`src/rtl/seq_lock_pkg.sv`:
```
package seq_lock_pkg;
  localparam int STATE_W   = 3;
  localparam int MATCH_LEN = 4;
  localparam int CNT_W     = $clog2(MATCH_LEN + 1);
  localparam logic [MATCH_LEN-1:0] MATCH_PAT = 4'b0110;

  typedef logic [STATE_W-1:0] code_t;

  localparam code_t ST_IDLE   = 3'd0;
  localparam code_t ST_GOT0   = 3'd1;
  localparam code_t ST_GOT01  = 3'd2;
  localparam code_t ST_GOT011 = 3'd3;
  localparam code_t ST_OPEN   = 3'd4;

  // Strobes from the key qualifier to the state datapath
  typedef struct packed {
    logic step;    // exactly one key pressed this cycle
    logic bitOne;  // value of that key
  } strobe_t;
endpackage

```
`src/rtl/seq_lock_ctrl.sv`:
```
module seq_lock_ctrl
  import seq_lock_pkg::*;
(
  input  logic    pressZero,
  input  logic    pressOne,
  output strobe_t strb
);
  // Two keys at once are ambiguous and count as no press
  always_comb begin
    strb.step   = pressZero ^ pressOne;
    strb.bitOne = pressOne;
  end
endmodule

```
`src/rtl/seq_lock_dp.sv`:
```
module seq_lock_dp
  import seq_lock_pkg::*;
#(
  parameter code_t INIT_CODE = ST_IDLE
)(
  input  logic    clk,
  input  logic    rstN,
  input  strobe_t strb,
  output logic    unlock
);
  code_t curState;
  code_t nextState;

  always_comb begin
    nextState = curState;
    if (strb.step) begin
      case (curState)
        ST_IDLE:   nextState = strb.bitOne ? ST_IDLE   : ST_GOT0;
        ST_GOT0:   nextState = strb.bitOne ? ST_GOT01  : ST_GOT0;
        ST_GOT01:  nextState = strb.bitOne ? ST_GOT011 : ST_GOT0;
        ST_GOT011: nextState = strb.bitOne ? ST_IDLE   : ST_OPEN;
        ST_OPEN:   nextState = strb.bitOne ? ST_GOT01  : ST_GOT0;
        default:   nextState = strb.bitOne ? ST_IDLE   : ST_GOT0;
      endcase
    end
  end

  always_ff @(posedge clk or negedge rstN) begin
    if (!rstN) curState <= INIT_CODE;
    else       curState <= nextState;
  end

  assign unlock = (curState == ST_OPEN);

  // Independent record of accepted presses, for checking only
  logic [MATCH_LEN-1:0] histBits;
  logic [CNT_W-1:0]     histCnt;

  always_ff @(posedge clk or negedge rstN) begin
    if (!rstN) begin
      histBits <= '0;
      histCnt  <= '0;
    end else if (strb.step) begin
      histBits <= {histBits[MATCH_LEN-2:0], strb.bitOne};
      if (histCnt != CNT_W'(MATCH_LEN)) histCnt <= histCnt + CNT_W'(1);
    end
  end


  pattern_chk: assert property (@(posedge clk) disable iff (!rstN)
    (histCnt == CNT_W'(MATCH_LEN)) |-> (unlock == (histBits == MATCH_PAT)));


  hold_chk: assert property (@(posedge clk) disable iff (!rstN)
    !strb.step |=> $stable(curState));


  legal_state_chk: assert property (@(posedge clk) disable iff (!rstN)
    strb.step |=> (curState <= ST_OPEN));


  drop_chk: assert property (@(posedge clk) disable iff (!rstN)
    (strb.step && strb.bitOne && curState == ST_GOT011) |=> (curState == ST_IDLE));


  overlap_chk: assert property (@(posedge clk) disable iff (!rstN)
    (strb.step && strb.bitOne && curState == ST_OPEN) |=> (curState == ST_GOT01));


  reprefix_chk: assert property (@(posedge clk) disable iff (!rstN)
    (strb.step && !strb.bitOne && curState == ST_GOT01) |=> (curState == ST_GOT0));
endmodule

```
`src/rtl/seq_lock.sv`:
```
module seq_lock
  import seq_lock_pkg::*;
#(
  parameter code_t INIT_CODE = ST_IDLE
)(
  input  logic clk,
  input  logic rstN,
  input  logic pressZero,
  input  logic pressOne,
  output logic unlock
);
  strobe_t strb;

  seq_lock_ctrl ctrl_i (
    .pressZero (pressZero),
    .pressOne  (pressOne),
    .strb      (strb)
  );

  seq_lock_dp #(.INIT_CODE(INIT_CODE)) dp_i (
    .clk    (clk),
    .rstN   (rstN),
    .strb   (strb),
    .unlock (unlock)
  );
endmodule

```
`config.mk`:
```
export PLATFORM = sky130hd
export DESIGN_NAME = seq_lock
export DESIGN_NICKNAME = d
export VERILOG_FILES = /design/src/rtl/seq_lock_pkg.sv /design/src/rtl/seq_lock_ctrl.sv /design/src/rtl/seq_lock_dp.sv /design/src/rtl/seq_lock.sv
export SDC_FILE = /design/constraint.sdc
export NUM_CORES = 1
export LEC_CHECK = 0
export ABC_CLOCK_PERIOD_IN_PS = 1400
export BUFFER_PORTS_ARGS = -buffer_cell sky130_fd_sc_hd__buf_4
export CAP_MARGIN = 25
export CORE_AREA = 2 2 39 41
export DETAILED_ROUTE_END_ITERATION = 10
export DIE_AREA = 0 0 41 43
export PLACE_DENSITY_LB_ADDON = 0.2
export SKIP_LAST_GASP = 1
export SYNTH_ARGS = -nofsm -noshare
export SYNTH_HDL_FRONTEND = slang
export SYNTH_SLANG_ARGS = --single-unit
```
`constraint.sdc`:
```
create_clock -name clk -period 1.4 [get_ports clk]
set_input_delay 0.35 -clock clk [delete_from_list [all_inputs] [get_ports clk]]
set_output_delay 0.35 -clock clk [all_outputs]
set_load 0.01 [all_outputs]
```
==> results of run 1 <==
power by group:
group | internal (W) | switching, W | total (W)
Sequential | 0.000110 | 0.0000389 | 0.000149
Clock | 0.000107 | 0.0000418 | 0.000148
Combinational | 0.0000564 | 0.0000321 | 0.0000885
Total | 0.000273 | 0.000113 | 0.000386
layer usage:
metal	global-route usage (%)	part of all wire (%)
met2	6.563	49
met4	8.000	0
met1	8.065	47
met3	1.571	4.2
met5	0	0
repair_timing:
action / in CTS / in global routing
gates resized for setup: 1 / 3
endpoints found under the hold margin: 3 / 0
hold buffers: 1 / 0
pin swaps: 0 / 0
endpoints found under the setup margin: 1 / 1
buffers inserted: 0 / 1
kinds of logic (layout without fill, tap and decap cells):
| kind of cell | after synthesis | after routing | share of synthesized area, % |
|---|---|---|---|
| compound gates | 5 | 5 | 15.85 |
| buf+inv | 1 | 10 | 5.487 |
| flops | 3 | 3 | 36.58 |
| mux | 1 | 1 | 4.878 |
| simple gates | 11 | 11 | 37.20 |
cell usage after synthesis (all sizes together):
master  instances
dfrtp           3
nor4b           3
a21oi           2
nand2           2
nor3b           2
a31o            1
and2            1
buf             1
mux2i           1
nand2b          1
nand4b          1
nor2            1
o21ai           1
o41ai           1
final timing paths:
| path | start | to | slack [ps] | cells past startpoint |
|---|---|---|---|---|
| min reg2reg | dp_i.curState[1] | dp_i.curState[1] | 580 | 2 |
| max | dp_i.curState[0] | unlock | 60 | 2 |
| min in group asynchronous | rstN | dp_i.curState[1] | 440 | 2 |
| min | pressOne | dp_i.curState[0] | 350 | 2 |
| max in group asynchronous | rstN | dp_i.curState[0] | 850 | 2 |
| max reg2reg | dp_i.curState[0] | dp_i.curState[0] | 220 | 4 |
critical path: stages, from the launching register on:
cell     delay, ps
dfrtp_2        440
nor3b_2        180
buf_4          140
through the flow:
stage | setup WS, ps | utilization [%] | total power, W | hold slack (ps) | instance area [um^2]
floorplan | 274.1 | - | 0.0001909 | 54.41 | 205.2
global placement | 128.9 | 17.63 | 0.0002148 | 140.3 | 244.0
detailed placement | 153.2 | 17.63 | 0.0002161 | 141.2 | 244.0
CTS | 15.14 | 20.61 | 0.0003794 | 345.6 | 285.3
global route | 12.58 | 21.43 | 0.0004129 | 354.7 | 296.5
finish | 58.14 | 21.43 | 0.0003856 | 349.7 | 296.5
cell type report:
cell class	instances	area (um^2)	area share, %
flip-flops and latches	3	78.83	26.58
clock buffers	4	26.28	8.861
multi-input cells	17	123.9	41.77
repair buffers	6	47.55	16.03
well taps	16	20.02	6.751
==> qor.txt, run 1 <==
Synth top area share: 36.59%
Worst Skew: 2.882 ps
Nets@finish: 35
Die Height: 43 um
Worst hold path class: in -> reg
Drt first pass iters: 3
Mapped cell area: 205.2 um^2
Hpwl dp: 279.6 um
Vias per cell: 4.152
Largest Register: dp_i.curState
Maximum vdd ir drop: 0.5147 mV
RSZ-0062 raised after global routing: false
Reg clk slew, reported paths: 30 ps
Leak: 0.1156 nW
I/O Pins: 5
First-pass GRT wire length: 676 um
Sum of negative setup slack: 0 ps
TritonCTS buffer count: 3
Die Footprint: 0.001763 mm^2
Worst Path Arrival: 990 ps
Sink Count: 3
CP max FO: 7
Syn_nets: 25
RePlAce Congestion: 0.6531
TritonCTS clock tree: done
Fillers: 160
Critical path launch point type: flop
Dominant cell type by area after synthesis: dfrtp_1
Minimum clock period after layout: 1342 ps
DRC viols: 0
Initial drt markers: 3
Layout cells sized above 1: 46.67%
Seq cells post-synth: 3
CTS max path bufs: 2
Sequential share of the synthesized area: 36.59%
Via count: 191
Final Max Slew Viols: 0
H-tree levels: 1
Placed Instances: 40
N_diodes: 0
Outcome: finished clean
Placement Rows: 14
Pwr per Cell Area: 1300 mW/mm^2
Biggest regs: dp_i.curState (3)
Commonest cells after routing, fill and taps aside: 5 x buf_4, 3 x nor4b_1, 3 x clkbuf_4, 3 x dfrtp_2
Syn Area/Cell: 9.771 um^2
WL per Instance: 9.935 um
Area delta synth->final: 44.51%
Aggregate global routing overflow: 0
Die width: 41 um
GRT Total Usage: 6.131%
Initial Utilization: 14.83%
CP Data Required Time: 1050 ps
Port Buffer Count: 4
Kind of critical path: reg -> out
Synth top area cells: dfrtp_1 37%, nor4b_1 13%, nor3b_1 7.3%, buf_6 5.5%, a21oi_1 4.9%
Initial antenna violation count: 0
DRT Wirelength: 457 um
Max Clk Rate: 745.2 MHz
Worst setup EP type: output port
Largest net degree at the start of global routing: 11
Worst rel slew slack: 81.51%
Period utilisation layout: 95.85%
Vias in the first global route: 168
Hold Vio Cnt, Final: 0
Clock root cell: clkbuf_4
Antenna viol nets, final: 0
Synthesized instance count: 21
Core ar.: 0.001384 mm^2
Slew @ Worst Pin: 273.8 ps
Commonest non-fill, non-tap cell in the layout: buf_4
Clk_lat worst skew: 230 ps
Fin cells: 46
Final setup fails: 0
Max reg flops: 3
Synth Warn #: 0
Post-synthesis cell type count: 14
Total of max-cap violations: 0
Power figures use the tool's default switching activity.
==> run 2: changes to the inputs <==
Settings changed: ABC_AREA from default to 1.
==> qor.txt, run 2 <==
Initial drt markers: 2
Buf+Inv Stages, Crit Path: 2
TritonCTS clock tree: done
Max reg flops: 3
Aggregate global routing overflow: 0
CTS max path bufs: 2
Net Switching: 0.0001056 W
Number of stages on the worst setup path: 4
Worst setup EP type: output port
RSZ-0062 raised after global routing: true
Synth top area cells: dfrtp_1 41%, nand2_1 16%, nand2_2 10%, nand3_1 8.2%, inv_1 8.2%
Design area: 269.0 um^2
Most common cell in the netlist: nand2_1
Worst Setup SP: dp_i.curState[1]
Pwr per Cell Area: 1318 mW/mm^2
Synth top area share: 41.10%
Comb pwr share: 23.0%
Clock share of power: 42.3%
Nets@finish: 42
Period utilisation layout: 93.67%
Sum of negative setup slack: 0 ps
Main synth FF type: dfrtp_1
Slowest Stage Delay on Critical Path: 400 ps
R2r startpoint: dp_i.curState[2]
Asr flop ratio synth: 100.0%
First-pass GRT wire length: 627 um
Initial antenna violation count: 0
Overall Power: 0.0003545 W
TritonCTS buffer count: 3
DRC viols: 0
H-tree levels: 1
CP Data Required Time: 1050 ps
Sink Count: 3
Layout cells sized above 1: 32.43%
Placement Rows: 14
Area delta synth->final: 47.26%
Sequential share of the synthesized area: 41.10%
Vias in the first global route: 169
Commonest cells after routing, fill and taps aside: 8 x nand2_1, 4 x inv_1, 4 x nor2_1, 4 x buf_4
Largest net degree at the start of global routing: 6
Share of power burned in registers: 34.8%
DP Area: 232.7 um^2
Biggest regs: dp_i.curState (3)
Int Power: 0.0002488 W
Worst hold path class: in -> reg
RePlAce Congestion: 0.6507
Synth Warn #: 0
Worst path cell trace: inv_1 > nand2_1 > nor2_1 > buf_4
Reg clk slew, reported paths: 40 ps
CP max FO: 5
Commonest non-fill, non-tap cell in the layout: nand2_1
Worst setup path end: unlock
Hpwl dp: 264.3 um
Post-synth EDFFs: 0
Slew @ Worst Pin: 138.8 ps
Critical path launch point type: flop
Worst path top cell family by delay: flip-flops
Clock root cell: clkbuf_4
Syn_nets: 32
Maximum vdd ir drop: 0.4287 mV
RR Endpoint: dp_i.curState[0]
Port Buffer Count: 4
Total of max-cap violations: 0
Die width: 41 um
Via count: 172
WL per Instance: 6.038 um
FF-to-FF setup slack: 570 ps
Clk_lat worst skew: 230 ps
Worst rel slew slack: 90.75%
Dominant cell type by area after synthesis: dfrtp_1
Syn Area/Cell: 6.524 um^2
Post_cts resized: 0
Drt first pass iters: 2
Worst Skew: 3.351 ps
Final Max Slew Viols: 0
Final setup fails: 0
Synthesized instance count: 28
Largest Register: dp_i.curState
Seq cells post-synth: 3
Hold Path Depth: 4
R2R depth: 4
Slowest CP cell: dfrtp_1
Core ar.: 0.001384 mm^2
Hold Vio Cnt, Final: 0
Mapped cell area: 182.7 um^2
Kind of critical path: reg -> out
GRT Total Usage: 5.740%
Leak: 0.1445 nW
Initial Utilization: 13.20%
Vias per cell: 3.245
Outcome: finished clean
Worst Path Arrival: 960 ps
Minimum clock period after layout: 1311 ps
Antenna viol nets, final: 0
DRT Wirelength: 320 um
Die Footprint: 0.001763 mm^2
Max Clk Rate: 762.5 MHz
I/O Pins: 5
Commonest cells in the netlist: 8 x nand2_1, 4 x inv_1, 4 x nor2_1
N_diodes: 0
Fillers: 165
Post-synthesis cell type count: 8
Sw Ratio: 29.80%
Die Height: 43 um
==> run 2: cell types whose count changed after synthesis, sizes merged, moves of 2 or more <==
cell | previous run | this run
inv | 0 | 6
nand2 | 2 | 11
nor3b | 2 | 0
nand3 | 0 | 3
a21oi | 2 | 0
nor4b | 3 | 0
nor2 | 1 | 4
==> run 2: how the worst min path moves through the flow <==
stage	slack (ps)	endpoint	from
3_3_place_gp	140	dp_i.curState[1]	rstN
5_1_grt	450	dp_i.curState[0]	rstN
4_1_cts	430	dp_i.curState[1]	rstN
3_5_place_dp	140	dp_i.curState[1]	rstN
6_report	430	dp_i.curState[0]	pressOne
2_1_floorplan	50	dp_i.curState[0]	rstN
==> run 2: what timing repair did <==
item                       in CTS  in global routing
setup buffers                   0                  0
hold endpoints to repair        3                  0
setup endpoints to repair       0                  1
hold buffers                    1                  0
==> run 2: through the flow <==
step | util (%) | cells | hold WS (ps) | setup WS (ps)
2_1_floorplan | - | 28 | 54.41 | 390.6
3_3_place_gp | 16.82 | 48 | 142.5 | 331.0
3_5_place_dp | 16.82 | 48 | 140.4 | 322.8
4_1_cts | 19.44 | 53 | 427.6 | 69.44
5_1_grt | 19.44 | 53 | 447.7 | -1.632
6_report | 19.44 | 53 | 432.7 | 88.57
==> run 2: logic make-up after synthesis <==
group / share of synthesized area (%)
buffers and inverters: 12.33
flip-flops: 41.09
AO/OA/AOI/OAI: 3.427
AND/OR/NAND/NOR: 43.15
==> run 2: layout make-up <==
class / count / area, um^2 / share of cell area [%]
Inverter: 6 / 22.52 / 8.372
Multi-Input combinational cell: 19 / 85.08 / 31.63
Sequential cell: 3 / 75.07 / 27.91
Timing Repair Buffer: 5 / 40.04 / 14.88
Clock buffer: 4 / 26.28 / 9.767
Tap cell: 16 / 20.02 / 7.442
==> run 2: tightest hold or removal path, delay by kind of cell <==
kind / cells / cell delay, ps
buf+inv: 1 / 100
simple gates: 3 / 170
==> run 2: power groups by stage <==
stage                     clock network, W  registers [W]   logic, W
after global routing              0.000168       0.000127  0.0000944
after detailed placement                 0       0.000124  0.0000806
after floorplan                          0       0.000121  0.0000591
after global placement                   0       0.000126  0.0000844
final                             0.000150       0.000123  0.0000814
after CTS                         0.000158       0.000123  0.0000828
==> run 2: metal layers <==
layer  wire, um  global-route usage (%)  up-vias
li1           -                       -      101
met1        160                   7.792       68
met2        142                   5.625        3
met3         17                   3.141        0
met4          0                   6.000        0
met5          0                       0        -
==> run 3: changes to the inputs <==
Settings changed: BUFFER_PORTS_ARGS -buffer_cell sky130_fd_sc_hd__buf_4 to -buffer_cell sky130_fd_sc_hd__buf_2, MAX_ROUTING_LAYER from default to met4.
==> qor.txt, run 3 (synthesis gave the netlist of run 2 again) <==
RSZ-0062 raised after global routing: true
Reg area: 75.07 um^2
Worst setup EP type: output port
Leak: 0.1510 nW
TritonCTS clock tree: done
Antenna viol nets, final: 0
Overall Power: 0.0003721 W
R2r startpoint: dp_i.curState[1]
Commonest non-fill, non-tap cell in the layout: nand2_1
Biggest regs: dp_i.curState (3)
Clock root cell: clkbuf_4
RePlAce Congestion: 0.7164
Minimum clock period after layout: 1314 ps
N_diodes: 0
Nets@finish: 44
Initial drt markers: 1
Placed Instances: 48
Period utilisation layout: 93.85%
Vias per cell: 3.564
DRT Wirelength: 363 um
Final Max Slew Viols: 0
Slew @ Worst Pin: 154.1 ps
Fillers: 167
DRC viols: 0
Kind of critical path: reg -> out
Area delta synth->final: 51.37%
Fin cells: 55
Commonest cells after routing, fill and taps aside: 7 x nand2_1, 4 x inv_1, 4 x nand2_2, 4 x nor2_1, 4 x buf_2
Worst hold path class: in -> async
Final setup fails: 0
TritonCTS buffer count: 3
Initial antenna violation count: 0
WL per Instance: 6.600 um
Die width: 41 um
Largest Register: dp_i.curState
First-pass GRT wire length: 703 um
Total of max-cap violations: 0
Core ar.: 0.001384 mm^2
Worst path cell trace: inv_1 > nand2_2 > nor2_1 > buf_2
Hpwl dp: 268.8 um
Max reg flops: 3
Clk_lat worst skew: 230 ps
Port Buffer Count: 4
CTS max path bufs: 2
Initial Utilization: 13.20%
Reg clk slew, reported paths: 40 ps
CP Data Required Time: 1050 ps
Pwr per Cell Area: 1346 mW/mm^2
Worst Setup SP: dp_i.curState[1]
Worst Path Arrival: 960 ps
Maximum vdd ir drop: 0.3812 mV
Slowest Stage Delay on Critical Path: 390 ps
GRT Total Usage: 7.018%
Slowest CP cell: dfrtp_1
CP max FO: 4
Footprint of the multi-input gates: 87.58 um^2
Via count: 196
Post-placement setup slack: 321.8 ps
H-tree levels: 1
Final WS setup: 86.11 ps
Layout cells sized above 1: 38.46%
Aggregate global routing overflow: 0
Placement Rows: 14
Vias in the first global route: 198
Worst Skew: 0.2908 ps
Outcome: finished clean
Hold Vio Cnt, Final: 0
Worst rel slew slack: 89.73%
Max Clk Rate: 761.1 MHz
Sink Count: 3
I/O Pins: 5
Drt first pass iters: 5
Critical path launch point type: flop
Die Footprint: 0.001763 mm^2
Die Height: 43 um
Largest net degree at the start of global routing: 6
[run 3: area by class of cell]
class | instances | area share [%]
timing repair buffer | 7 | 16.29
sequential | 3 | 27.15
tap | 16 | 7.240
inverter | 6 | 8.145
multi-input combinational | 19 | 31.67
clock buffer | 4 | 9.502
[run 3: worst max-delay path, delay by kind of cell (launching register included)]
kind / cells / cell delay [ps]
buffers and inverters: 2 / 200
flip-flops: 1 / 390
AND/OR/NAND/NOR: 2 / 130
[run 3: path summary, 6_finish.rpt]
check,to,cells past startpoint,slack [ps]
setup / recovery,unlock,4,90
hold / removal,dp_i.curState[1],2,440
setup reg to reg,dp_i.curState[1],5,480
hold reg to reg,dp_i.curState[1],2,520
max in group asynchronous,dp_i.curState[0],2,860
min in group clk,dp_i.curState[2],3,440
[run 3: metrics by stage]
step                      util (%)  hold slack (ps)  TNS [ps]  instance area (um^2)
final                        19.98            436.4         0                 276.5
after global routing         19.98            441.4    -5.170                 276.5
after CTS                    18.72            432.3         0                 259.0
after detailed placement     16.09            147.5         0                 222.7
after global placement       16.09            147.9         0                 222.7
after floorplan                  -            54.41         0                 182.7
[run 3: layer usage]
layer  global-route usage [%]  vias up  part of all wire (%)
met3                    3.665        2                   6.3
li1                         -      105                     -
met4                    10.00        0                   4.7
met1                    7.143       84                    44
met2                    7.500        5                    45
met5                        -        -                     0
[run 3: report_power, final]
part           internal (W)  switching [W]  total (W)
combinational     0.0000465      0.0000511  0.0000976
clock              0.000107      0.0000452   0.000152
sequential         0.000105      0.0000170   0.000122
[run 3: timing repair]
item,4_1_cts,5_1_grt
setup buffers,0,2
resized for setup,0,1
setup endpoints to repair,0,1
hold buffers,1,0
hold endpoints to repair,3,0
